<file path="config.mk">
export PLATFORM = sky130hd
export DESIGN_NAME = key_event_queue
export DESIGN_NICKNAME = d
export VERILOG_FILES = /design/src/rtl/kq_pkg.sv /design/src/rtl/kq_event_scan.sv /design/src/rtl/kq_repeat.sv /design/src/rtl/kq_fifo.sv /design/src/rtl/kq_irq.sv /design/src/rtl/key_event_queue.sv
export SDC_FILE = /design/constraint.sdc
export NUM_CORES = 1
export LEC_CHECK = 0
export CORE_MARGIN = 1
export CORE_UTILIZATION = 50
export DETAILED_ROUTE_END_ITERATION = 7
export PLACE_DENSITY = 0.69
export SLEW_MARGIN = 5
export SYNTH_ARGS = -nofsm -noshare
export SYNTH_HDL_FRONTEND = slang
export SYNTH_SLANG_ARGS = --single-unit
</file>
<file path="constraint.sdc">
create_clock -name clk -period 6.6 [get_ports clk]
set_input_delay 0.99 -clock clk [delete_from_list [all_inputs] [get_ports clk]]
set_output_delay 0.99 -clock clk [all_outputs]
set_load 0.02 [all_outputs]
</file>
<file path="src/rtl/kq_pkg.sv">
package kq_pkg;

    localparam int KEY_W     = 6;
    localparam int KEY_COUNT = 1 << KEY_W;
    localparam int Q_DEPTH   = 16;

    typedef struct packed {
        logic             release_ev;
        logic [KEY_W-1:0] key;
    } kev_t;

    localparam int EV_W = $bits(kev_t);

    localparam kev_t     REPEAT_EV  = '{release_ev: 1'b1, key: 6'h3E};
    localparam logic [7:0] IDLE_BYTE = 8'h3F;

    function automatic logic [7:0] first_wait(input logic [3:0] code);
        return ({4'd0, code} + 8'd1) << 3;
    endfunction

    function automatic logic [7:0] next_wait(input logic [2:0] code);
        return ({5'd0, code} + 8'd1) << 2;
    endfunction

endpackage

</file>
<file path="src/rtl/kq_event_scan.sv">
module kq_event_scan
    import kq_pkg::*;
#(
    parameter int KEYS = KEY_COUNT
) (
    input  logic            clk,
    input  logic            rst,
    input  logic            scan_tick,
    input  logic [KEYS-1:0] key_state,
    input  logic            rel_en,
    output logic            ev_push,
    output kev_t            ev_data,
    output logic            ev_change,
    output logic            quiet_tick,
    output logic            any_held
);
    localparam int IW = $clog2(KEYS);

    logic [KEYS-1:0] sampled;
    logic [KEYS-1:0] shown;
    logic [KEYS-1:0] delta;
    logic [IW-1:0]   pick;

    assign delta = sampled ^ shown;

    always_comb begin
        pick = '0;
        for (int i = KEYS - 1; i >= 0; i--) begin
            if (delta[i]) pick = IW'(i);
        end
    end

    always_ff @(posedge clk) begin
        if (rst) begin
            sampled <= '0;
            shown   <= '0;
        end else begin
            if (scan_tick) sampled <= key_state;
            if (|delta) shown[pick] <= sampled[pick];
        end
    end

    assign ev_change          = |delta;
    assign ev_data.key        = KEY_W'(pick);
    assign ev_data.release_ev = ~sampled[pick];
    assign ev_push            = ev_change && (sampled[pick] || rel_en);
    assign quiet_tick         = scan_tick && !ev_change && (key_state == shown);
    assign any_held           = |shown;

endmodule

</file>
<file path="src/rtl/kq_repeat.sv">
module kq_repeat
    import kq_pkg::*;
(
    input  logic       clk,
    input  logic       rst,
    input  logic       quiet_tick,
    input  logic       any_held,
    input  logic       ev_change,
    input  logic       rep_en,
    input  logic [3:0] rep_delay,
    input  logic [2:0] rep_rate,
    output logic       rep_push
);
    logic [7:0] ticks;
    logic       in_rate;
    logic [7:0] target;
    logic       hit;
    logic       active;

    assign target   = in_rate ? next_wait(rep_rate) : first_wait(rep_delay);
    assign active   = rep_en && any_held && !ev_change;
    assign hit      = ({1'b0, ticks} + 9'd1) == {1'b0, target};
    assign rep_push = active && quiet_tick && hit;

    always_ff @(posedge clk) begin
        if (rst || !active) begin
            ticks   <= '0;
            in_rate <= 1'b0;
        end else if (quiet_tick) begin
            if (hit) begin
                ticks   <= '0;
                in_rate <= 1'b1;
            end else begin
                ticks <= ticks + 8'd1;
            end
        end
    end

endmodule

</file>
<file path="src/rtl/kq_fifo.sv">
module kq_fifo #(
    parameter int DEPTH = 16,
    parameter int WIDTH = 7
) (
    input  logic                       clk,
    input  logic                       rst,
    input  logic                       push,
    input  logic [WIDTH-1:0]           din,
    input  logic                       pop,
    output logic [WIDTH-1:0]           head,
    output logic [$clog2(DEPTH):0]     count,
    output logic                       lost
);
    localparam int PW = $clog2(DEPTH);
    localparam int CW = PW + 1;

    logic [WIDTH-1:0] slots [DEPTH];
    logic [PW-1:0]    wr_ptr;
    logic [PW-1:0]    rd_ptr;
    logic             pop_ok;
    logic             push_ok;

    assign pop_ok  = pop && (count != '0);
    assign push_ok = push && ((count != CW'(DEPTH)) || pop_ok);
    assign lost    = push && !push_ok;
    assign head    = slots[rd_ptr];

    always_ff @(posedge clk) begin
        if (push_ok) slots[wr_ptr] <= din;
    end

    always_ff @(posedge clk) begin
        if (rst) begin
            wr_ptr <= '0;
            rd_ptr <= '0;
            count  <= '0;
        end else begin
            if (push_ok) wr_ptr <= wr_ptr + PW'(1);
            if (pop_ok)  rd_ptr <= rd_ptr + PW'(1);
            case ({push_ok, pop_ok})
                2'b10:   count <= count + CW'(1);
                2'b01:   count <= count - CW'(1);
                default: count <= count;
            endcase
        end
    end

endmodule

</file>
<file path="src/rtl/kq_irq.sv">
module kq_irq #(
    parameter int CW = 5
) (
    input  logic          clk,
    input  logic          rst,
    input  logic          scan_tick,
    input  logic          queued,
    input  logic [CW-1:0] count,
    input  logic          rd_stb,
    input  logic          rd_clr,
    input  logic [4:0]    irq_ticks,
    input  logic [2:0]    irq_level,
    output logic          irq
);
    logic [4:0] elapsed;
    logic       timing;
    logic       level_hit;
    logic       time_hit;
    logic       clear;

    assign level_hit = (irq_level != 3'd0) && (count >= CW'({irq_level, 1'b0}));
    assign time_hit  = timing && scan_tick && ((elapsed + 5'd1) == irq_ticks);
    assign clear     = rd_stb && (rd_clr || (count <= CW'(1)));

    always_ff @(posedge clk) begin
        if (rst) begin
            elapsed <= '0;
            timing  <= 1'b0;
        end else if (queued) begin
            elapsed <= '0;
            timing  <= (irq_ticks != 5'd0);
        end else if (rd_stb && rd_clr) begin
            timing <= 1'b0;
        end else if (timing && scan_tick) begin
            if (time_hit) timing <= 1'b0;
            else          elapsed <= elapsed + 5'd1;
        end
    end

    always_ff @(posedge clk) begin
        if (rst)                        irq <= 1'b0;
        else if (clear)                 irq <= 1'b0;
        else if (level_hit || time_hit) irq <= 1'b1;
    end

endmodule

</file>
<file path="src/rtl/key_event_queue.sv">
module key_event_queue
    import kq_pkg::*;
#(
    parameter int KEYS  = KEY_COUNT,
    parameter int DEPTH = Q_DEPTH
) (
    input  logic            clk,
    input  logic            rst,
    input  logic            scan_tick,
    input  logic [KEYS-1:0] key_state,
    input  logic            rel_en,
    input  logic            rep_en,
    input  logic [3:0]      rep_delay,
    input  logic [2:0]      rep_rate,
    input  logic [4:0]      irq_ticks,
    input  logic [2:0]      irq_level,
    input  logic            rd_clr,
    input  logic            rd_stb,
    output logic [7:0]      rd_data,
    output logic            irq,
    output logic            overflow
);
    localparam int CW = $clog2(DEPTH) + 1;

    logic          scan_push;
    kev_t          scan_ev;
    logic          scan_change;
    logic          quiet;
    logic          held;
    logic          rep_push;
    logic          q_push;
    kev_t          q_din;
    logic [EV_W-1:0] q_head;
    logic [CW-1:0] fifo_count;
    logic          q_lost;

    kq_event_scan #(.KEYS(KEYS)) u_scan (
        .clk        (clk),
        .rst        (rst),
        .scan_tick  (scan_tick),
        .key_state  (key_state),
        .rel_en     (rel_en),
        .ev_push    (scan_push),
        .ev_data    (scan_ev),
        .ev_change  (scan_change),
        .quiet_tick (quiet),
        .any_held   (held)
    );

    kq_repeat u_rep (
        .clk        (clk),
        .rst        (rst),
        .quiet_tick (quiet),
        .any_held   (held),
        .ev_change  (scan_change),
        .rep_en     (rep_en),
        .rep_delay  (rep_delay),
        .rep_rate   (rep_rate),
        .rep_push   (rep_push)
    );

    assign q_push = scan_push || rep_push;
    assign q_din  = rep_push ? REPEAT_EV : scan_ev;

    kq_fifo #(.DEPTH(DEPTH), .WIDTH(EV_W)) u_fifo (
        .clk   (clk),
        .rst   (rst),
        .push  (q_push),
        .din   (q_din),
        .pop   (rd_stb),
        .head  (q_head),
        .count (fifo_count),
        .lost  (q_lost)
    );

    kq_irq #(.CW(CW)) u_irq (
        .clk       (clk),
        .rst       (rst),
        .scan_tick (scan_tick),
        .queued    (q_push),
        .count     (fifo_count),
        .rd_stb    (rd_stb),
        .rd_clr    (rd_clr),
        .irq_ticks (irq_ticks),
        .irq_level (irq_level),
        .irq       (irq)
    );

    always_ff @(posedge clk) begin
        if (rst) begin
            rd_data  <= IDLE_BYTE;
            overflow <= 1'b0;
        end else begin
            if (q_lost) overflow <= 1'b1;
            if (rd_stb) begin
                if (fifo_count == '0) rd_data <= IDLE_BYTE;
                else                  rd_data <= {fifo_count > CW'(1), q_head};
            end
        end
    end

endmodule

</file>
==> results by group <==
Clocking
  – Clock transition at path regs: 60 ps
  – CTS buffer count: 29
  – Post-cts resize count: 0
  – Worst-Skew Late Latency: just under 600 ps
  – Clk buf depth: 3
  – Sinks on the clock net: 282
  – Clock root cell: clkbuf_16
  – Post-CTS Setup Inserts: 0
  – CTS tree: yes
  – Hold_buf cts: 0
  – Htree depth: 1

Synthesis
  – Yosys warnings: 0
  – Mapped Cells: 1471
  – Async SR Flop Fraction: 0
  – Netlist cell types: 80
  – Number of flops mapped to enable cells by yosys: between 100 and 150
  – Synthesized area: 0.0149 sq mm
  – Sequential element share of the synthesized area: 0.454
  – Flops & latches, synth: between 200 and 300
  – Net Count, Synth: 1573
  – Synth Flop Type: dfxtp_1
  – Avg Cell Area, Syn: 10.1 sq um

Worst setup path
  – Worst path buffer plus inverter count: 1
  – Largest fanout on the critical path: 15
  – Slowest cell on crit path: nor4_1
  – CP Data Arrival Time: 6690 ps
  – Worst path top cell family by delay: simple AND/OR/NAND/NOR gates
  – Startpoint Class: flip-flop
  – Top cell by count, worst path: and3_1
  – Worst Setup Path Type: flip-flop to flip-flop
  – Crit path capture type: flip-flop
  – R2r worst-path depth: 18
  – Crit path cell chain: xor2_1 -> nor4_1 -> and2_1 -> and3_1 -> nor2b_1 -> nand3_1 -> nor4_1 -> and3_1 -> a21oi_1 -> and4_1 -> and3_1 -> nor2_1 -> inv_1 -> ha_1 -> nor2b_1 -> a32oi_1 -> or3_1 -> a21oi_1
  – Worst EP required: 7100 ps
  – Slowest stage delay, CP: about 600 ps
  – Worst path depth: 18

Power and ir drop
  – Total chip power: ~5.2 mW
  – Internal power: roughly 3.4 mW
  – Maximum VDD drop: slightly above 0.2 mV
  – PD cells: 303 mW/mm^2
  – Sequential power share: 0.402
  – Switch share: 0.344
  – Clock power share: 0.301
  – Logic pwr share: 0.297
  – Net Sw Power: roughly 1.8 mW
  – P_leak: 6.39 nW

Cells and area
  – Most common cell after layout, fill and taps aside: nor2_1
  – Share of cells above drive strength 1: 0.0841
  – Post-route cell area: 0.0171 sq mm
  – Antenna cells: 0
  – Synth-to-Final Area Change: 14.8%
  – Most frequent cells in the layout: 179 x nor2_1, 169 x dfxtp_1, 112 x edfxtp_1
  – Final-stage net count: ~1600
  – Layout fillers: ~2500

Routing
  – Final WL: between 40 and 50 mm
  – Drt via density: around 6
  – Routed len/inst: 24.9 um
  – Pre-antenna DRT Iters: 5
  – Final ANT Viol Nets: 0
  – Routed via count: between 10000 and 15000
  – DRC violations left: 0
  – Initial drt markers: about 1100

Timing
  – Final Hold Viols: 0
  – Period utilisation layout: 0.938
  – Slew Viols, Final: 0
  – Min cycle time layout: 6190 ps
  – Rel. slew slack: 0.0434
  – Worst slew pin tran: 1420 ps
  – Worst Clk Skew: 32.0 ps
  – RSZ-0062 raised after global routing: false
  – F_max: 161 MHz
  – Final critical-path setup slack: 407 ps
  – Final setup viols: 0
  – Setup TNS: 0 ps

Floorplanning
  – Core ar.: 0.0290 sq mm
  – Initial Util: 0.513
  – I/O Pins: 96
  – Die height: 175 um
  – Die area: 0.0305 sq mm
  – Die Wd: ~170 um
  – Std-Cell Rows: 62

GRT
  – Grt ovf: 0
  – Vias in the first global route: 11600
  – Total GRT Usage: 0.318
  – Pin count of the biggest net entering global routing: 96
  – Initial antenna violation count: 1
  – First-pass GRT wire length: 72.5 mm

Placement
  – Cell Area, Placed: 0.0162 sq mm
  – IO buf count: 95
  – Dpl ws: around 640 ps
  – HPWL after DPL: approximately 37 mm
  – Routability cong.: 1.09

Outcome
  – Status: completed

Hold path
  – Min-Delay Path Class: flip-flop to flip-flop
  – Hold path cells: 2

Flow run
  – Max_cap viols: 0
[synth_stat cells, types with 4 or more instances]
| cell type | instances | area share |
|---|---|---|
| mux2i_1 | 98 | 0.066 |
| or4_1 | 6 | 0.0030 |
| edfxtp_1 | 112 | 0.23 |
| a31oi_1 | 6 | 0.0025 |
| nand2_1 | 91 | 0.023 |
| a2111oi_0 | 4 | 0.0024 |
| o2111ai_1 | 6 | 0.0035 |
| dfxtp_1 | 170 | 0.23 |
| nor3_1 | 44 | 0.015 |
| and4_1 | 5 | 0.0029 |
| nor4_1 | 38 | 0.016 |
| buf_1 | 5 | 0.0013 |
| o22ai_1 | 7 | 0.0029 |
| nand4_1 | 31 | 0.013 |
| a211oi_1 | 10 | 0.0050 |
| a22o_1 | 5 | 0.0029 |
| inv_1 | 27 | 0.0068 |
| ha_1 | 16 | 0.013 |
| a21o_1 | 4 | 0.0020 |
| clkbuf_1 | 61 | 0.015 |
| xor2_1 | 85 | 0.050 |
| nor2b_1 | 17 | 0.0071 |
| o211a_1 | 5 | 0.0034 |
| or3_1 | 5 | 0.0021 |
| nand3_1 | 33 | 0.011 |
| mux2_2 | 6 | 0.0045 |
| o31ai_1 | 5 | 0.0025 |
| nand2b_1 | 17 | 0.0071 |
| o211ai_1 | 12 | 0.0061 |
| o21a_1 | 5 | 0.0025 |
| buf_2 | 6 | 0.0020 |
| o21ai_0 | 51 | 0.017 |
| and2_1 | 8 | 0.0034 |
| mux4_2 | 35 | 0.053 |
| and3_1 | 29 | 0.012 |
| buf_6 | 4 | 0.0030 |
| nor2_1 | 179 | 0.045 |
| xnor2_1 | 94 | 0.055 |
| o21bai_1 | 4 | 0.0020 |
| a21oi_1 | 63 | 0.021 |
| o21ai_1 | 5 | 0.0017 |
[kinds of logic (layout without fill, tap and decap cells)]
| kind of cell | after synthesis | in the layout | share of synthesized area |
|---|---|---|---|
| and+or+nand+nor | 523 | 523 | 0.172 |
| DFF | 282 | 282 | 0.454 |
| muxes | 140 | 140 | 0.124 |
| xor gates and xnor gates | 179 | 179 | 0.105 |
| buffers and inverters | 103 | 201 | 0.0285 |
| AOI/OAI and AO/OA | 228 | 228 | 0.102 |
| adders and majority gates | 16 | 16 | 0.0134 |
[worst register-to-register path: stages (launching register included)]
cell and delay [ps]:
dfxtp_1 580, xor2_1 200, nor4_1 610, and2_1 530, and3_1 510, nor2b_1 340
nand3_1 330, nor4_1 410, and3_1 220, a21oi_1 100, and4_1 230, and3_1 270
nor2_1 600, inv_1 120, ha_1 300, nor2b_1 180, a32oi_1 130, or3_1 320
a21oi_1 140
[final timing paths]
| kind | start | end | slack [ps] |
|---|---|---|---|
| max | u_scan.shown[1] | u_fifo.count[4] | 410 |
| min | rd_data[7] | rd_data[7] | 480 |
| max reg2reg | u_scan.shown[1] | u_fifo.count[4] | 410 |
| min reg2reg | rd_data[7] | rd_data[7] | 480 |
[metal layers]
layer	up-vias	routed length, um	GRT usage	share of wire
li1	5512	-	-	-
met1	5752	19200	0.393	0.40
met2	573	22600	0.520	0.46
met3	157	3690	0.0611	0.076
met4	2	3150	0.184	0.065
met5	-	12	0	0.00025
[power by group through the flow]
| stage | clock (mW) | combinational, mW | sequential (mW) |
|---|---|---|---|
| finish | 1.56 | 1.54 | 2.08 |
| floorplan | 0 | 0.971 | 2.09 |
| global placement | 0 | 1.49 | 2.11 |
| detailed placement | 0 | 1.50 | 2.11 |
| global route | 1.64 | 1.63 | 2.09 |
| CTS | 1.58 | 1.51 | 2.08 |
[per-stage QoR]
| step | utilization | hold slack (ps) | std cells |
|---|---|---|---|
| 6_report | 0.589 | 485 | 1953 |
| 5_1_grt | 0.589 | 518 | 1953 |
| 4_1_cts | 0.589 | 489 | 1953 |
| 3_5_place_dp | 0.558 | 474 | 1900 |
| 3_3_place_gp | 0.558 | 464 | 1900 |
| 2_1_floorplan | - | 468 | 1471 |
[registers in the layout, summed over array words and instances (netlist names), named ones only]
register,cells
u_irq.elapsed,5
u_rep.ticks,8
u_irq.irq,1
overflow,1
u_fifo.count,5
u_fifo.rd_ptr,4
u_rep.in_rate,1
u_fifo.slots,112
u_irq.timing,1
u_scan.shown,64
rd_data,8
u_fifo.wr_ptr,4
u_scan.sampled,64
[final cells by class]
cell class / count / area (sq um) / share of cell area
multi-input combinational: 1086 / 7710 / 0.451
sequential: 282 / 6770 / 0.396
clock inverter: 15 / 95.1 / 0.00556
inverter: 27 / 101 / 0.00593
clock buffer: 38 / 800 / 0.0468
tap: 384 / 480 / 0.0281
timing repair buffer: 121 / 1140 / 0.0668
No activity file was read; power rests on OpenSTA's default activity.
